File: src/rtl/vmov_pkg.sv
package vmov_pkg;

    localparam int VREG_W_DEF = 512;
    localparam int KEEP_W_DEF = 128;
    localparam int SCL_W      = 64;
    localparam int HALF_W     = 32;
    localparam int LANE_W     = 64;

    typedef enum logic {
        DIR_TO_REG   = 1'b0,
        DIR_FROM_REG = 1'b1
    } dir_e;

    typedef enum logic {
        RC_MMX = 1'b0,
        RC_VEC = 1'b1
    } rclass_e;

    typedef enum logic {
        SZ_32 = 1'b0,
        SZ_64 = 1'b1
    } esize_e;

    typedef enum logic {
        POL_KEEP_HIGH = 1'b0,
        POL_ZERO_ALL  = 1'b1
    } policy_e;

    typedef enum logic [1:0] {
        LSEL_ELEM = 2'd0,
        LSEL_ZERO = 2'd1,
        LSEL_KEEP = 2'd2
    } lane_sel_e;

    typedef struct packed {
        dir_e    dir;
        rclass_e rclass;
        esize_e  size;
        policy_e policy;
    } mv_op_t;

    // Chooses what a 64-bit lane of the new register image holds.
    function automatic lane_sel_e lane_select(input int lane, input int keep_lanes,
                                              input rclass_e rc, input policy_e pol);
        lane_sel_e sel;
        if (lane == 0)
            sel = LSEL_ELEM;
        else if (rc == RC_MMX)
            sel = LSEL_ZERO;
        else if (lane < keep_lanes)
            sel = LSEL_ZERO;
        else if (pol == POL_KEEP_HIGH)
            sel = LSEL_KEEP;
        else
            sel = LSEL_ZERO;
        return sel;
    endfunction

    // Low lane contents: the element, zero-extended when 32 bits wide.
    function automatic logic [LANE_W-1:0] size_element(input logic [SCL_W-1:0] v,
                                                       input esize_e sz);
        logic [LANE_W-1:0] r;
        if (sz == SZ_64)
            r = v;
        else
            r = {{(LANE_W-HALF_W){1'b0}}, v[HALF_W-1:0]};
        return r;
    endfunction

endpackage

File: src/rtl/vmov_insert.sv
module vmov_insert
    import vmov_pkg::*;
#(
    parameter int VREG_W = VREG_W_DEF,
    parameter int KEEP_W = KEEP_W_DEF
) (
    input  rclass_e           rclass,
    input  esize_e            size,
    input  policy_e           policy,
    input  logic [SCL_W-1:0]  src,
    input  logic [VREG_W-1:0] old_val,
    output logic [VREG_W-1:0] new_val
);

    localparam int LANES      = VREG_W / LANE_W;
    localparam int KEEP_LANES = KEEP_W / LANE_W;

    logic [LANE_W-1:0] elem;

    assign elem = size_element(src, size);

    for (genvar g = 0; g < LANES; g++) begin : g_lane
        lane_sel_e sel;
        assign sel = lane_select(g, KEEP_LANES, rclass, policy);
        always_comb begin
            unique case (sel)
                LSEL_ELEM: new_val[g*LANE_W +: LANE_W] = elem;
                LSEL_KEEP: new_val[g*LANE_W +: LANE_W] = old_val[g*LANE_W +: LANE_W];
                default:   new_val[g*LANE_W +: LANE_W] = '0;
            endcase
        end
    end

endmodule

File: src/rtl/vmov_extract.sv
module vmov_extract
    import vmov_pkg::*;
(
    input  esize_e            size,
    input  logic [LANE_W-1:0] low_lane,
    output logic [SCL_W-1:0]  scl
);

    assign scl = size_element(low_lane, size);

endmodule

File: src/rtl/vmov_outreg.sv
module vmov_outreg
    import vmov_pkg::*;
#(
    parameter int VREG_W = VREG_W_DEF
) (
    input  logic              clk,
    input  logic              rst,
    input  logic              in_valid,
    input  dir_e              dir,
    input  logic [VREG_W-1:0] nxt_reg,
    input  logic [SCL_W-1:0]  nxt_scl,
    output logic              out_valid,
    output logic              reg_we,
    output logic              scalar_valid,
    output logic [VREG_W-1:0] reg_value,
    output logic [SCL_W-1:0]  scalar_out
);

    logic take_into;
    logic take_out;

    assign take_into = in_valid && (dir == DIR_TO_REG);
    assign take_out  = in_valid && (dir == DIR_FROM_REG);

    always_ff @(posedge clk) begin
        if (rst) begin
            out_valid    <= 1'b0;
            reg_we       <= 1'b0;
            scalar_valid <= 1'b0;
            reg_value    <= '0;
            scalar_out   <= '0;
        end else begin
            out_valid    <= in_valid;
            reg_we       <= take_into;
            scalar_valid <= take_out;
            if (take_into)
                reg_value <= nxt_reg;
            if (take_out)
                scalar_out <= nxt_scl;
        end
    end

    p_valid_follow_r2: assert property (@(posedge clk) disable iff (rst)
        in_valid |=> out_valid);
    p_no_extra_valid_r2: assert property (@(posedge clk) disable iff (rst)
        !in_valid |=> !out_valid);
    p_exclusive_r3: assert property (@(posedge clk) disable iff (rst)
        !(reg_we && scalar_valid));
    p_we_into_r3: assert property (@(posedge clk) disable iff (rst)
        (in_valid && dir == DIR_TO_REG) |=> (reg_we && !scalar_valid));
    p_sv_out_r3: assert property (@(posedge clk) disable iff (rst)
        (in_valid && dir == DIR_FROM_REG) |=> (scalar_valid && !reg_we));
    p_hold_reg_r11: assert property (@(posedge clk) disable iff (rst)
        !(in_valid && dir == DIR_TO_REG) |=> $stable(reg_value));
    p_hold_scl_r11: assert property (@(posedge clk) disable iff (rst)
        !(in_valid && dir == DIR_FROM_REG) |=> $stable(scalar_out));

endmodule

File: src/rtl/vmov_merge_unit.sv
module vmov_merge_unit
    import vmov_pkg::*;
#(
    parameter int VREG_W = VREG_W_DEF,
    parameter int KEEP_W = KEEP_W_DEF
) (
    input  logic              clk,
    input  logic              rst,
    input  logic              in_valid,
    input  logic              dir_from_reg,
    input  logic              is_vector,
    input  logic              is_qword,
    input  logic              zero_upper,
    input  logic [63:0]       src_scalar,
    input  logic [VREG_W-1:0] old_reg,
    output logic              out_valid,
    output logic              reg_we,
    output logic [VREG_W-1:0] reg_value,
    output logic              scalar_valid,
    output logic [63:0]       scalar_out
);

    mv_op_t            op;
    logic [VREG_W-1:0] merged;
    logic [SCL_W-1:0]  extracted;

    assign op.dir    = dir_e'(dir_from_reg);
    assign op.rclass = rclass_e'(is_vector);
    assign op.size   = esize_e'(is_qword);
    assign op.policy = policy_e'(zero_upper);

    vmov_insert #(.VREG_W(VREG_W), .KEEP_W(KEEP_W)) u_insert (
        .rclass  (op.rclass),
        .size    (op.size),
        .policy  (op.policy),
        .src     (src_scalar),
        .old_val (old_reg),
        .new_val (merged)
    );

    vmov_extract u_extract (
        .size     (op.size),
        .low_lane (old_reg[LANE_W-1:0]),
        .scl      (extracted)
    );

    vmov_outreg #(.VREG_W(VREG_W)) u_outreg (
        .clk          (clk),
        .rst          (rst),
        .in_valid     (in_valid),
        .dir          (op.dir),
        .nxt_reg      (merged),
        .nxt_scl      (extracted),
        .out_valid    (out_valid),
        .reg_we       (reg_we),
        .scalar_valid (scalar_valid),
        .reg_value    (reg_value),
        .scalar_out   (scalar_out)
    );

    p_mmx_clear_r4: assert property (@(posedge clk) disable iff (rst)
        (in_valid && !dir_from_reg && !is_vector && !is_qword) |=>
        (reg_value[VREG_W-1:32] == '0 && reg_value[31:0] == $past(src_scalar[31:0])));
    p_legacy_keep_r6: assert property (@(posedge clk) disable iff (rst)
        (in_valid && !dir_from_reg && is_vector && !zero_upper) |=>
        (reg_value[VREG_W-1:KEEP_W] == $past(old_reg[VREG_W-1:KEEP_W])
         && reg_value[KEEP_W-1:64] == '0));
    p_zero_above_r8: assert property (@(posedge clk) disable iff (rst)
        (in_valid && !dir_from_reg && is_vector && zero_upper) |=>
        (reg_value[VREG_W-1:64] == '0));
    p_scalar_ext_r9: assert property (@(posedge clk) disable iff (rst)
        (in_valid && dir_from_reg && !is_qword) |=>
        (scalar_out[63:32] == 32'h0 && scalar_out[31:0] == $past(old_reg[31:0])));
    p_scalar_q_r10: assert property (@(posedge clk) disable iff (rst)
        (in_valid && dir_from_reg && is_qword) |=>
        (scalar_out == $past(old_reg[63:0])));

endmodule

File: config.mk
export PLATFORM = sky130hd
export DESIGN_NAME = vmov_merge_unit
export DESIGN_NICKNAME = d
export VERILOG_FILES = /design/src/rtl/vmov_pkg.sv /design/src/rtl/vmov_insert.sv /design/src/rtl/vmov_extract.sv /design/src/rtl/vmov_outreg.sv /design/src/rtl/vmov_merge_unit.sv
export SDC_FILE = /design/constraint.sdc
export NUM_CORES = 1
export LEC_CHECK = 0
export CAP_MARGIN = 30
export CELL_PAD_IN_SITES_DETAIL_PLACEMENT = 1
export CELL_PAD_IN_SITES_GLOBAL_PLACEMENT = 1
export CORE_AREA = 2 2 450 452
export DETAILED_ROUTE_END_ITERATION = 16
export DIE_AREA = 0 0 452 454
export GPL_ROUTABILITY_DRIVEN = 0
export GPL_TIMING_DRIVEN = 0
export PLACE_DENSITY_LB_ADDON = 0.1
export SLEW_MARGIN = 40
export SYNTH_ARGS = -nofsm -noshare
export SYNTH_HDL_FRONTEND = slang
export SYNTH_SLANG_ARGS = --single-unit
File: constraint.sdc
create_clock -name clk -period 2.8 [get_ports clk]
set_input_delay 0.42 -clock clk [delete_from_list [all_inputs] [get_ports clk]]
set_output_delay 0.42 -clock clk [all_outputs]
set_load 0.02 [all_outputs]
==> out/metrics.yaml, run 1 <==
global_route:
  antenna_found_initial: 36
  grtUsageMet3_pct: 4.553
  grt_pass1_wl_mm: 158.3
  grt_overflow: 0
  grt_busiest_layer: "met2"
  grt_max_degree: 11
  met2_usage_pct: 21.52
  first_global_vias: 17130
  grt_usage_pct: 11.26
  gr-usage-met1_pct: 11.28
clocking:
  path_clk_slew_ns: 0.06
  clk_path_buf_depth: 3
  h-tree-depth: 3
  root_buffer: "clkbuf_16"
  cts_sinks: 515
  cts_tree: "done"
  cts_hold_buf: 0
  cts_buffers: 79
  cts_resized: 4
  worstSkewPairLatency_ns: 0.66
  postCtsSetupRepairBufs: 0
route:
  wl_per_cell_um: 22.65
  drcViolationCount: 0
  wl_mm: 120.1
  ant_nets: 0
  vias_per_cell: 3.004
  vias: 15930
  drtIter0Drc: 654
  drtPass1Iterations: 5
critical_path:
  path_max_fanout: 11
  cp_data_required_time_ns: 3.41
  cpMostUsedCell: "buf_2"
  critical_path_class: "in2reg"
  cpPeakStageDelay_ns: 0.66
  path_cells: "clkdlybuf4s50_1 -> nor2b_1 -> clkbuf_1 -> nor2_1 -> buf_4 -> buf_2 -> buf_2 -> a22o_1"
  critPathBufInv: 5
  cp.arrival_ns: 3.11
  cp_slowest_cell: "clkdlybuf4s50_1"
  critPathTopFamily: "buffers and inverters"
  end_kind: "flop"
  critical_path.startpoint_type: "input port"
sta:
  hold_viol_final: 0
  maxClockFrequency_ghz: 0.3997
  slew_viol_final: 0
  finalSetupViolations: 0
  fin_crit_sh_pct: 89.34
  rsz0062_at_grt: "no"
  hold_ws_ns: 0.2812
  fin_crit_ns: 2.502
  worst_pin_slew_ns: 0.7250
  fin_skew_ns: 0
  relSlewSlack_pct: 51.52
job:
  maxCapViolations: 0
finish:
  syn2layout_area_growth_pct: 100.1
  drive_gt1_share_pct: 10.04
  fin_util_pct: 16.41
  nNetsFinal: 3149
  fillers: 22990
  multiInputGateArea_um2: 5135
  ff_latch_area_um2: 10310
power:
  p_leak_nw: 11.92
  p_comb_share_pct: 10.9
  intPower_mw: 14.58
  vdd_drop_max_mv: 0.4044
  powerDensity_nw_per_um2: 594.3
  p_sw_share_pct: 25.55
  seqPwrFrac_pct: 38.9
  p_clk_share_pct: 50.2
  switchingPower_mw: 5.003
floorplan:
  start_util_pct: 8.199
  boundaryPins: 1162
  fp.dieH_um: 454
  core_um2: 200900
  fp.dieW_um: 452
  rows: 165
  dieArea_um2: 205200
logic_synthesis:
  yosysSeqAreaShare_pct: 62.60
  netlist_area_um2: 16470
  ys_seq_elements: 515
  ys_types: 18
  avgSynthCellArea_um2: 11.86
  syn_inst: 1389
  synth_warnings: 0
status:
  outcome: "completed"
hold_path:
  worstHoldPathType: "in2reg"
placement:
  place_hpwl_mm: 100.3
  io_buffers: 1032
[state kept, by name (all words and copies together) (netlist names)]
signal	cells
u_outreg.scalar_valid	1
u_outreg.reg_we	1
u_outreg.reg_value	448
u_outreg.out_valid	1
u_outreg.scalar_out	64
[cell usage in the layout (no fill, tap or decap), drive strengths merged]
cell | Yosys | layout
bufinv | 0 | 1
nand3 | 16 | 16
a21oi | 80 | 80
and2 | 2 | 2
and3 | 1 | 1
nor2b | 3 | 3
a22o | 432 | 432
nor2 | 2 | 2
nor4b | 1 | 1
inv | 0 | 4
diode | 0 | 11
clkdlybuf4s15 | 0 | 1
nand2b | 1 | 1
dfxtp | 515 | 515
clkbuf | 36 | 158
clkinv | 0 | 4
conb | 1 | 64
clkdlybuf4s50 | 0 | 1032
buf | 153 | 153
clkinvlp | 0 | 4
and3b | 1 | 1
nand2 | 145 | 145
[power groups by stage]
stage	Combinational, mW	Sequential [mW]	Clock, mW
after floorplan	0.515	7.95	0
after global placement	2.16	7.77	0
after detailed placement	2.17	7.77	0
after CTS	2.18	7.62	10.4
after global routing	2.28	7.63	10.6
final	2.13	7.62	9.84
[per-stage QoR]
step	area (µm²)	setup slack, ns	instances	total power, mW	setup TNS [ns]
2_1_floorplan	16710	1.157	1452	8.470	0
3_3_place_gp	30380	-1.412	5156	9.925	-406.80
3_5_place_dp	30400	-1.144	5157	9.942	-377.94
4_1_cts	32930	0.007590	5292	20.18	0
5_1_grt	32930	0.01915	5293	20.54	0
6_report	32950	0.2984	5303	19.58	0
[cell type report]
cell class	count	area share [%]
antenna	11	0.08353
clock buffer	122	7.256
tap	2672	10.15
timing repair buffer	1033	31.38
clock inverter	13	0.3835
sequential	515	31.29
multi-input combinational	748	15.58
buffer	189	3.884
[kinds of logic (layout without fill, tap and decap cells)]
group | Yosys count | count (layout) | synth area share, %
AND/OR/NAND/NOR | 172 | 172 | 4.300
buffers and inverters | 189 | 1357 | 7.673
other | 1 | 75 | 0.02277
flip-flops | 515 | 515 | 62.60
AO/OA/AOI/OAI | 512 | 512 | 25.40
[worst paths after layout]
path | from | endpoint | slack (ns) | cells after the start
setup / recovery | dir_from_reg | u_outreg.reg_value[335] | 0.30 | 8
hold / removal | is_qword | u_outreg.scalar_out[53] | 0.28 | 3
setup reg to reg | u_outreg.scalar_out[26] | u_outreg.scalar_out[26] | 2.05 | 2
hold reg to reg | u_outreg.scalar_out[62] | u_outreg.scalar_out[62] | 0.45 | 2
[worst register-to-register path: cells and delay by family, from the launching register on]
family	cells	cell delay, ns
DFF	1	0.44
AOI/OAI and AO/OA	1	0.15
and+or+nand+nor	1	0.09
[layer usage]
| metal | up-vias | wire length (µm) | share of wire (%) |
|---|---|---|---|
| met5 | - | 170 | 0.14 |
| met4 | 26 | 2277 | 1.9 |
| met3 | 158 | 9627 | 8.0 |
| met2 | 599 | 65560 | 55 |
| met1 | 7783 | 42480 | 35 |
| li1 | 7362 | - | - |
[synth_stat cells, drive strengths merged]
| cell type | n | area, µm² |
|---|---|---|
| a21oi | 80 | 400.4 |
| a22o | 432 | 3784 |
| and2 | 2 | 12.51 |
| and3 | 1 | 6.260 |
| and3b | 1 | 8.760 |
| buf | 153 | 1129 |
| clkbuf | 36 | 135.1 |
| conb | 1 | 3.750 |
| dfxtp | 515 | 10310 |
| nand2 | 145 | 544.3 |
| nand2b | 1 | 6.260 |
| nand3 | 16 | 80.08 |
| nor2 | 2 | 7.510 |
| nor2b | 3 | 18.77 |
| nor4b | 1 | 23.77 |
Note: power is estimated with default switching activity, not from simulation.
==> run 2: changes to the inputs <==
clock period = 2.89 ns   (was 2.8 ns; I/O delays follow)
==> results of run 2 <==
Same layout as run 1 (identical final DEF). Status: completed.
Main changes from that run: setup slack after placement -1.144 ns -> -1.067 ns; setup slack after layout 0.2984 ns -> 0.3749 ns; hold slack 0.2812 ns -> 0.2947 ns; register-to-register setup slack 2.05 ns -> 2.14 ns; total power 19.58 mW -> 18.97 mW; worst IR drop on VDD 0.4044 mV -> 0.3918 mV
